==> config.mk <==
export PLATFORM = sky130hd
export DESIGN_NAME = rfsh_gen
export DESIGN_NICKNAME = d
export VERILOG_FILES = /design/src/rtl/rfsh_pkg.sv /design/src/rtl/rfsh_ctrl.sv /design/src/rtl/rfsh_dpath.sv /design/src/rtl/rfsh_gen.sv
export SDC_FILE = /design/constraint.sdc
export NUM_CORES = 1
export LEC_CHECK = 0
export BUFFER_PORTS_ARGS = -buffer_cell sky130_fd_sc_hd__buf_4
export CAP_MARGIN = 20
export CELL_PAD_IN_SITES_DETAIL_PLACEMENT = 0
export CELL_PAD_IN_SITES_GLOBAL_PLACEMENT = 1
export CORE_ASPECT_RATIO = 1.4
export CORE_MARGIN = 4
export CORE_UTILIZATION = 27
export DETAILED_ROUTE_END_ITERATION = 8
export GPL_TIMING_DRIVEN = 0
export PLACE_DENSITY = 0.74
export SLEW_MARGIN = 20
export SYNTH_ARGS = -nofsm -noshare
export SYNTH_HDL_FRONTEND = slang
export SYNTH_HIERARCHICAL = 1
export SYNTH_SLANG_ARGS = --single-unit
==> constraint.sdc <==
create_clock -name clk -period 1.6 [get_ports clk]
set_input_delay 0.16 -clock clk [delete_from_list [all_inputs] [get_ports clk]]
set_output_delay 0.16 -clock clk [all_outputs]
set_load 0.005 [all_outputs]
==> src/rtl/rfsh_pkg.sv <==
package rfsh_pkg;
  typedef enum logic [1:0] {
    ST_RUN  = 2'd0,
    ST_RFSH = 2'd1,
    ST_HFET = 2'd2,
    ST_HRFS = 2'd3
  } rfshState_e;

  typedef struct packed {
    logic incCnt;
    logic rfsh;
  } rfshCtl_t;
endpackage

==> src/rtl/rfsh_ctrl.sv <==
module rfsh_ctrl
  import rfsh_pkg::*;
(
  input  logic     clk,
  input  logic     rstN,
  input  logic     fetchReq,
  input  logic     haltReq,
  input  logic     resumeReq,
  output rfshCtl_t ctl,
  output logic     fetchCycle,
  output logic     dummyFetch,
  output logic     haltAck
);
  rfshState_e state, stateNext;
  logic resumePend, resumePendNext, exitHalt;

  assign exitHalt = (state == ST_HRFS) && (resumeReq || resumePend);

  always_comb begin
    fetchCycle = ((state == ST_RUN) && fetchReq) || (state == ST_HFET);
    dummyFetch = (state == ST_HFET);
    haltAck    = (state == ST_HFET) || (state == ST_HRFS);
    ctl.incCnt = fetchCycle;
    ctl.rfsh   = (state == ST_RFSH) || (state == ST_HRFS);
  end

  always_comb begin
    stateNext = state;
    unique case (state)
      ST_RUN:  stateNext = fetchReq ? ST_RFSH : (haltReq ? ST_HFET : ST_RUN);
      ST_RFSH: stateNext = haltReq ? ST_HFET : ST_RUN;
      ST_HFET: stateNext = ST_HRFS;
      ST_HRFS: stateNext = exitHalt ? ST_RUN : ST_HFET;
      default: stateNext = ST_RUN;
    endcase
  end

  always_comb begin
    resumePendNext = 1'b0;
    if (haltAck && !exitHalt) resumePendNext = resumePend || resumeReq;
  end

  always_ff @(posedge clk) begin
    if (!rstN) begin
      state      <= ST_RUN;
      resumePend <= 1'b0;
    end else begin
      state      <= stateNext;
      resumePend <= resumePendNext;
    end
  end

  a_r3_rfsh_after_fetch: assert property (@(posedge clk) disable iff (!rstN)
    fetchCycle |=> ctl.rfsh);
  a_r5_no_data_in_rfsh: assert property (@(posedge clk) disable iff (!rstN)
    !(fetchCycle && ctl.rfsh));
  a_r9_dummy_then_rfsh: assert property (@(posedge clk) disable iff (!rstN)
    dummyFetch |=> (ctl.rfsh && haltAck));
  a_r10_exit_after_rfsh: assert property (@(posedge clk) disable iff (!rstN)
    $fell(haltAck) |-> $past(ctl.rfsh));
endmodule

==> src/rtl/rfsh_dpath.sv <==
module rfsh_dpath
  import rfsh_pkg::*;
#(
  parameter int CNT_W  = 7,
  parameter int ADDR_W = 16
) (
  input  logic              clk,
  input  logic              rstN,
  input  rfshCtl_t          ctl,
  input  logic              wrEn,
  input  logic [CNT_W-1:0]  wrData,
  output logic [CNT_W-1:0]  cnt,
  output logic [ADDR_W-1:0] addrOut
);
  localparam int UPPER_W = ADDR_W - CNT_W;

  always_ff @(posedge clk) begin
    if (!rstN)           cnt <= '0;
    else if (wrEn)       cnt <= wrData;
    else if (ctl.incCnt) cnt <= cnt + 1'b1;
  end

  generate
    if (UPPER_W > 0) begin : g_pad
      assign addrOut = ctl.rfsh ? {{UPPER_W{1'b0}}, cnt} : '0;
    end else begin : g_nopad
      assign addrOut = ctl.rfsh ? cnt[ADDR_W-1:0] : '0;
    end
  endgenerate

  a_r2_step_one: assert property (@(posedge clk) disable iff (!rstN)
    (ctl.incCnt && !wrEn) |=> cnt == CNT_W'($past(cnt) + 1'b1));
  a_r8_write_lands: assert property (@(posedge clk) disable iff (!rstN)
    wrEn |=> cnt == $past(wrData));
  a_r4_addr_carries_cnt: assert property (@(posedge clk) disable iff (!rstN)
    ctl.rfsh |-> addrOut[CNT_W-1:0] == cnt);
endmodule

==> src/rtl/rfsh_gen.sv <==
module rfsh_gen
  import rfsh_pkg::*;
#(
  parameter int CNT_W  = 7,
  parameter int ADDR_W = 16
) (
  input  logic              clk,
  input  logic              rstN,
  input  logic              fetchReq,
  input  logic              haltReq,
  input  logic              resumeReq,
  input  logic              regWrEn,
  input  logic [CNT_W-1:0]  regWrData,
  output logic [CNT_W-1:0]  regRdData,
  output logic              fetchCycle,
  output logic              dummyFetch,
  output logic              haltAck,
  output logic              rfshStrobe,
  output logic              busOwn,
  output logic [ADDR_W-1:0] addrOut,
  output logic              dataBusEn
);
  rfshCtl_t ctl;

  rfsh_ctrl u_ctrl (
    .clk(clk), .rstN(rstN), .fetchReq(fetchReq), .haltReq(haltReq),
    .resumeReq(resumeReq), .ctl(ctl), .fetchCycle(fetchCycle),
    .dummyFetch(dummyFetch), .haltAck(haltAck)
  );

  rfsh_dpath #(.CNT_W(CNT_W), .ADDR_W(ADDR_W)) u_dpath (
    .clk(clk), .rstN(rstN), .ctl(ctl), .wrEn(regWrEn), .wrData(regWrData),
    .cnt(regRdData), .addrOut(addrOut)
  );

  assign rfshStrobe = ctl.rfsh;
  assign busOwn     = ctl.rfsh;
  assign dataBusEn  = fetchCycle;
endmodule

==> results of run 1 <==
-- power by group through the flow --
stage / logic (W) / clock network [W] / registers (W)
after CTS: 0.000184 / 0.000178 / 0.000294
final: 0.000182 / 0.000171 / 0.000293
after global placement: 0.000180 / 0 / 0.000298
after global routing: 0.000204 / 0.000191 / 0.000296
after floorplan: 0.0000986 / 0 / 0.000294
after detailed placement: 0.000182 / 0 / 0.000299
-- routing by layer --
metal	global-route usage, %	wire, um
met1	9.682	611
met2	15.44	656
met3	4.535	201
met4	6.406	28
met5	0	0
-- placed cells by master, fill, tap and decap left out, drive strengths merged --
cell type / instances
nand2: 6
a31oi: 2
or3: 2
nor2: 3
o211a: 3
and2: 10
and2b: 1
ha: 1
mux2i: 1
o21ai: 7
inv: 1
a21oi: 2
nand2b: 3
xnor2: 3
xor2: 1
clkbuf: 6
conb: 9
nand4: 3
o211ai: 1
buf: 44
dfxtp: 10
-- registers in the layout (all words and copies together) (netlist names) --
register	flops
u_ctrl/state	2
u_ctrl/resumePend	1
u_dpath/cnt	7
-- final timing paths --
check	startpoint	endpoint	cells after the start
worst min register to register	u_ctrl/resumePend	u_ctrl/resumePend	1
worst max register to register	u_ctrl/state[1]	u_dpath/cnt[6]	6
worst max-delay path	u_ctrl/state[1]	u_dpath/cnt[6]	6
worst min-delay path	haltReq	u_ctrl/state[1]	3
-- cells by family after synthesis --
family / count (synthesis) / synth area share, %
DFF: 10 / 31.25
adders and majority gates: 1 / 1.953
buffers and inverters: 17 / 17.58
xor gates and xnor gates: 4 / 5.470
muxes: 1 / 1.563
and+or+nand+nor: 28 / 26.76
other: 1 / 0.5854
AOI/OAI and AO/OA: 15 / 14.84
-- worst max-delay path, delay by kind of cell, from the launching register on --
kind	cells	cell delay (ns)
flip-flops	1	0.34
AO/OA/AOI/OAI	1	0.14
AND/OR/NAND/NOR	4	0.68
buffers and inverters	1	0.19
-- per-stage QoR --
| step | setup slack, ns | utilization (%) | area [sq um] | power, W |
|---|---|---|---|---|
| 2_1_floorplan | 0.07862 | - | 670.6 | 0.0003930 |
| 3_3_place_gp | 0.003130 | 41.80 | 930.9 | 0.0004782 |
| 3_5_place_dp | -0.09538 | 41.80 | 930.9 | 0.0004810 |
| 4_1_cts | 0.01758 | 42.98 | 957.2 | 0.0006554 |
| 5_1_grt | 0.01200 | 42.98 | 957.2 | 0.0006913 |
| 6_report | 0.1641 | 42.98 | 957.2 | 0.0006456 |
-- what timing repair did --
action,4_1_cts,5_1_grt
pin swaps,0,2
resized for setup,2,0
setup endpoints to repair,2,2
buffers inserted,0,1
-- layout make-up --
class / instances / share of cell area [%]
plain buffers: 15 / 10.59
inverters: 1 / 0.3922
repair buffers: 32 / 25.10
well taps: 22 / 2.876
multi-input cells: 58 / 37.65
clock buffers: 3 / 2.353
flip-flops and latches: 10 / 21.05
==> impl_metrics.tcl, run 1 <==
set metrics [dict create \
    wl_per_cell_um 10.62 \
    register_area_sq_um 201.4 \
    peakVddDrop_mv 0.2081 \
    place_congestion 0.6857 \
    switching_power_w 0.0001779 \
    synthDistinctLibCells 23 \
    ys_top_cells_by_area "dfxtp_1, buf_4, and2_1" \
    start_kind "flip-flop" \
    cts_buffers 3 \
    finalHoldViolations 0 \
    period_share_pct 89.74 \
    wirelength_mm 1.498 \
    crit_chain "nor2_1 -> nor2_2 -> buf_4 -> nand4_4 -> or3_1 -> a31oi_1" \
    clk_pin_slew_worst_paths_ns 0.07 \
    fin_cells 141 \
    grt_max_degree 11 \
    portBuffers 31 \
    cp_data_arrival_time_ns 1.62 \
    vias_per_cell 4.348 \
    grt_pass1_vias 549 \
    min_path_type "in2reg" \
    synth_top_cell_by_area "dfxtp_1" \
    fmax_mhz 696.4 \
    syn_area_sq_um 640.6 \
    antenna_cells 0 \
    start_util_pct 28.76 \
    cts-hold-fix-buffers 0 \
    switching_share_pct 27.55 \
    fp.dieW_um 49.17 \
    period_needed_ns 1.436 \
    fin_tns_setup_ns 0 \
    critPathMaxFanout 6 \
    multi_input_area_sq_um 360.3 \
    synth_commonest_cells "buf_4, dfxtp_1, and2_1" \
    p_per_area_nw_per_um2 674.5 \
    critical_path.max_stage_delay_ns 0.36 \
    synth_ff_type "dfxtp_1" \
    clkSinkCount 10 \
    die_y_um 65.64 \
    p_seq_share_pct 45.3 \
    pin_count 42 \
    end_kind "flip-flop" \
    slew_violations 0 \
    yosysMostFrequentCell "buf_4" \
    required_ns 1.78 \
    drc 0 \
    avgSynthCellArea_sq_um 8.320 \
    grt_pass1_wl_mm 2.346 \
    cts_buffer_depth 2 \
    fillers 256 \
    area_growth_syn_to_layout_pct 49.41 \
    drt_iter0_markers 8 \
    critPathKind "reg2reg" \
    seq_area_frac_synth_pct 31.25 \
    grt_use_total_pct 9.547 \
    setup_viol 0 \
    coreArea_sq_um 2227 \
    vias 613 \
    internal_power_w 0.0004677 \
    p_leak_nw 0.5021 \
    synth_edf_count 0 \
    slowest_stage "or3_1" \
    clk_latency_ns 0.26 \
    rsz0062_at_grt "no" \
    synth_top_area_share_pct 31.25 \
    root_buffer "clkbuf_4" \
    synth-async-reset-ratio_pct 0 \
    ys_warn_count 6 \
    clkPwrFrac_pct 26.4 \
    netlist_instances 77 \
    drv_cap 0 \
    placed_cells 138 \
    antenna_found_initial 0 \
    hpwl_mm 1.241 \
    rrSetupSlack_ns 0.16 \
    htree_levels 1 \
    nets 135 \
    pwr-share-comb_pct 28.2 \
    overflow 0 \
    cts_tree "yes" \
    ant_nets 0 \
    outcome "finished, final reports clean" \
    drive_gt1_share_pct 43.70 \
    ys_ff_latch 10 \
    final.setup_skew_ns 0.005953 \
    rows 20 \
    dieArea_sq_um 3227 \
    first_pass_iters 2 \
    hold-worst-slack_ns 0.1332 \
]
Note: power is estimated with default switching activity, not from simulation.
==> run 2, diff against run 1 <==
--- a/config.mk
+++ b/config.mk
@@ -15,6 +15,7 @@
 export DETAILED_ROUTE_END_ITERATION = 8
 export GPL_TIMING_DRIVEN = 0
 export PLACE_DENSITY = 0.74
+export RECOVER_POWER = 25
 export SLEW_MARGIN = 20
 export SYNTH_ARGS = -nofsm -noshare
 export SYNTH_HDL_FRONTEND = slang
==> run 2 against run 1 <==
Compared with the run above:
- cell count unchanged
- clock power about the same
- clock skew about the same
- sequential power about the same
- hold slack about the same
==> impl_metrics.tcl, run 2 (synthesis gave the netlist of run 1 again) <==
set metrics [dict create \
    cts_tree "yes" \
    portBuffers 31 \
    layout_setup_ws_ns 0.1641 \
    vias_per_cell 4.355 \
    rsz0062_at_grt "no" \
    critical_path.max_stage_delay_ns 0.36 \
    cts_buffer_depth 2 \
    overflow 0 \
    drc 0 \
    path_buf_inv 1 \
    antenna_found_initial 0 \
    root_buffer "clkbuf_4" \
    start_kind "flip-flop" \
    wirelength_mm 1.498 \
    dr_wl_met2_um 657 \
    layout_commonest_cell "buf_4" \
    antenna_cells 0 \
    setup_viol 0 \
    mostFrequentLayoutCells "buf_4, and2_1, dfxtp_1, conb_1" \
    period_share_pct 89.74 \
    dr_wl_met3_um 199 \
    cts_buffers 3 \
    critPathKind "reg2reg" \
    wl_per_cell_um 10.62 \
    fmax_mhz 696.4 \
    rows 20 \
    cp_top_family "simple AND/OR/NAND/NOR gates" \
    outcome "finished, final reports clean" \
    drv_cap 0 \
    fin_tns_setup_ns 0 \
    clk_pin_slew_worst_paths_ns 0.07 \
    pin_count 42 \
    first_pass_iters 2 \
    pre_cts_slack_ns -0.09538 \
    hold-worst-slack_ns 0.1332 \
    required_ns 1.78 \
    start_util_pct 28.76 \
    peakVddDrop_mv 0.2081 \
    slew_violations 0 \
    htree_levels 1 \
    reg.largest.list "u_dpath/cnt: 7 flops, u_ctrl/state: 2 flops, u_ctrl/resumePend: 1 flops" \
    largest_reg_flops 7 \
    slowest_stage "or3_1" \
    top_layer_used "met4" \
    drive_gt1_share_pct 43.70 \
    fp.dieW_um 49.17 \
    critPathMaxFanout 6 \
    grt_max_degree 11 \
    p_leak_nw 0.5004 \
    placed_cells 138 \
    hpwl_mm 1.241 \
    clk_latency_ns 0.26 \
    period_needed_ns 1.436 \
    top_register "u_dpath/cnt" \
    grt_pass1_vias 549 \
    finalHoldViolations 0 \
    place_congestion 0.6857 \
    cp_data_arrival_time_ns 1.62 \
    ant_nets 0 \
    grt_pass1_wl_mm 2.346 \
    drt_iter0_markers 8 \
    clkSinkCount 10 \
    vias 614 \
    min_path_type "in2reg" \
    crit_chain "nor2_1 -> nor2_2 -> buf_4 -> nand4_4 -> or3_1 -> a31oi_1" \
    dieArea_sq_um 3227 \
    p_per_area_nw_per_um2 673.7 \
    area_growth_syn_to_layout_pct 49.41 \
    met1_length_um 612 \
    fin_cells 141 \
    end_kind "flip-flop" \
    cts-hold-fix-buffers 0 \
    final.setup_skew_ns 0.005920 \
    die_y_um 65.64 \
    coreArea_sq_um 2227 \
    grt_use_total_pct 9.547 \
    nets 135 \
]
## run 2: power by group
| group | total, W | switching (W) | leakage, nW | internal [W] |
|---|---|---|---|---|
| Clock | 0.000171 | 0.0000838 | 0.0138 | 0.0000868 |
| Combinational | 0.000182 | 0.0000690 | 0.403 | 0.000113 |
| Sequential | 0.000293 | 0.0000249 | 0.0832 | 0.000268 |
## run 2: cell type report
| type | instances | area (sq um) |
|---|---|---|
| Sequential cell | 10 | 201.4 |
| Multi-Input combinational cell | 58 | 360.3 |
| Buffer | 15 | 101.3 |
| Tap cell | 22 | 27.53 |
| Fill cell | 256 | 1270 |
| Clock buffer | 3 | 22.52 |
| Timing Repair Buffer | 32 | 240.2 |
| Inverter | 1 | 3.754 |
## run 2: final timing paths
kind                                     endpoint              start  slack [ns]  cells past startpoint
worst min register to register  u_ctrl/resumePend  u_ctrl/resumePend        0.48                      1
worst max-delay path               u_dpath/cnt[6]    u_ctrl/state[1]        0.16                      6
worst min-delay path              u_ctrl/state[1]            haltReq        0.13                      3
worst max register to register     u_dpath/cnt[6]    u_ctrl/state[1]        0.16                      6
## run 2: routing by layer
metal,vias up,global-route usage [%]
li1,322,-
met1,255,9.682
met2,33,15.44
met3,4,4.535
met4,0,6.406
met5,-,0
## run 2: tightest hold or removal path, delay by kind of cell
kind	cells	cell delay, ns
AOI/OAI and AO/OA	1	0.05
buffers and inverters	1	0.08
and+or+nand+nor	1	0.08
## run 2: what timing repair did
action / CTS / global route
pin swaps: 0 / 2
gates resized for setup: 2 / 0
setup buffers: 0 / 1
endpoints found under the setup margin: 2 / 2
## run 2: per-stage QoR
step / total power (W) / util (%) / area, sq um
final: 0.0006448 / 42.98 / 957.2
after global routing: 0.0006907 / 42.98 / 957.2
after CTS: 0.0006554 / 42.98 / 957.2
after detailed placement: 0.0004810 / 41.80 / 930.9
after global placement: 0.0004782 / 41.80 / 930.9
after floorplan: 0.0003930 / - / 670.6
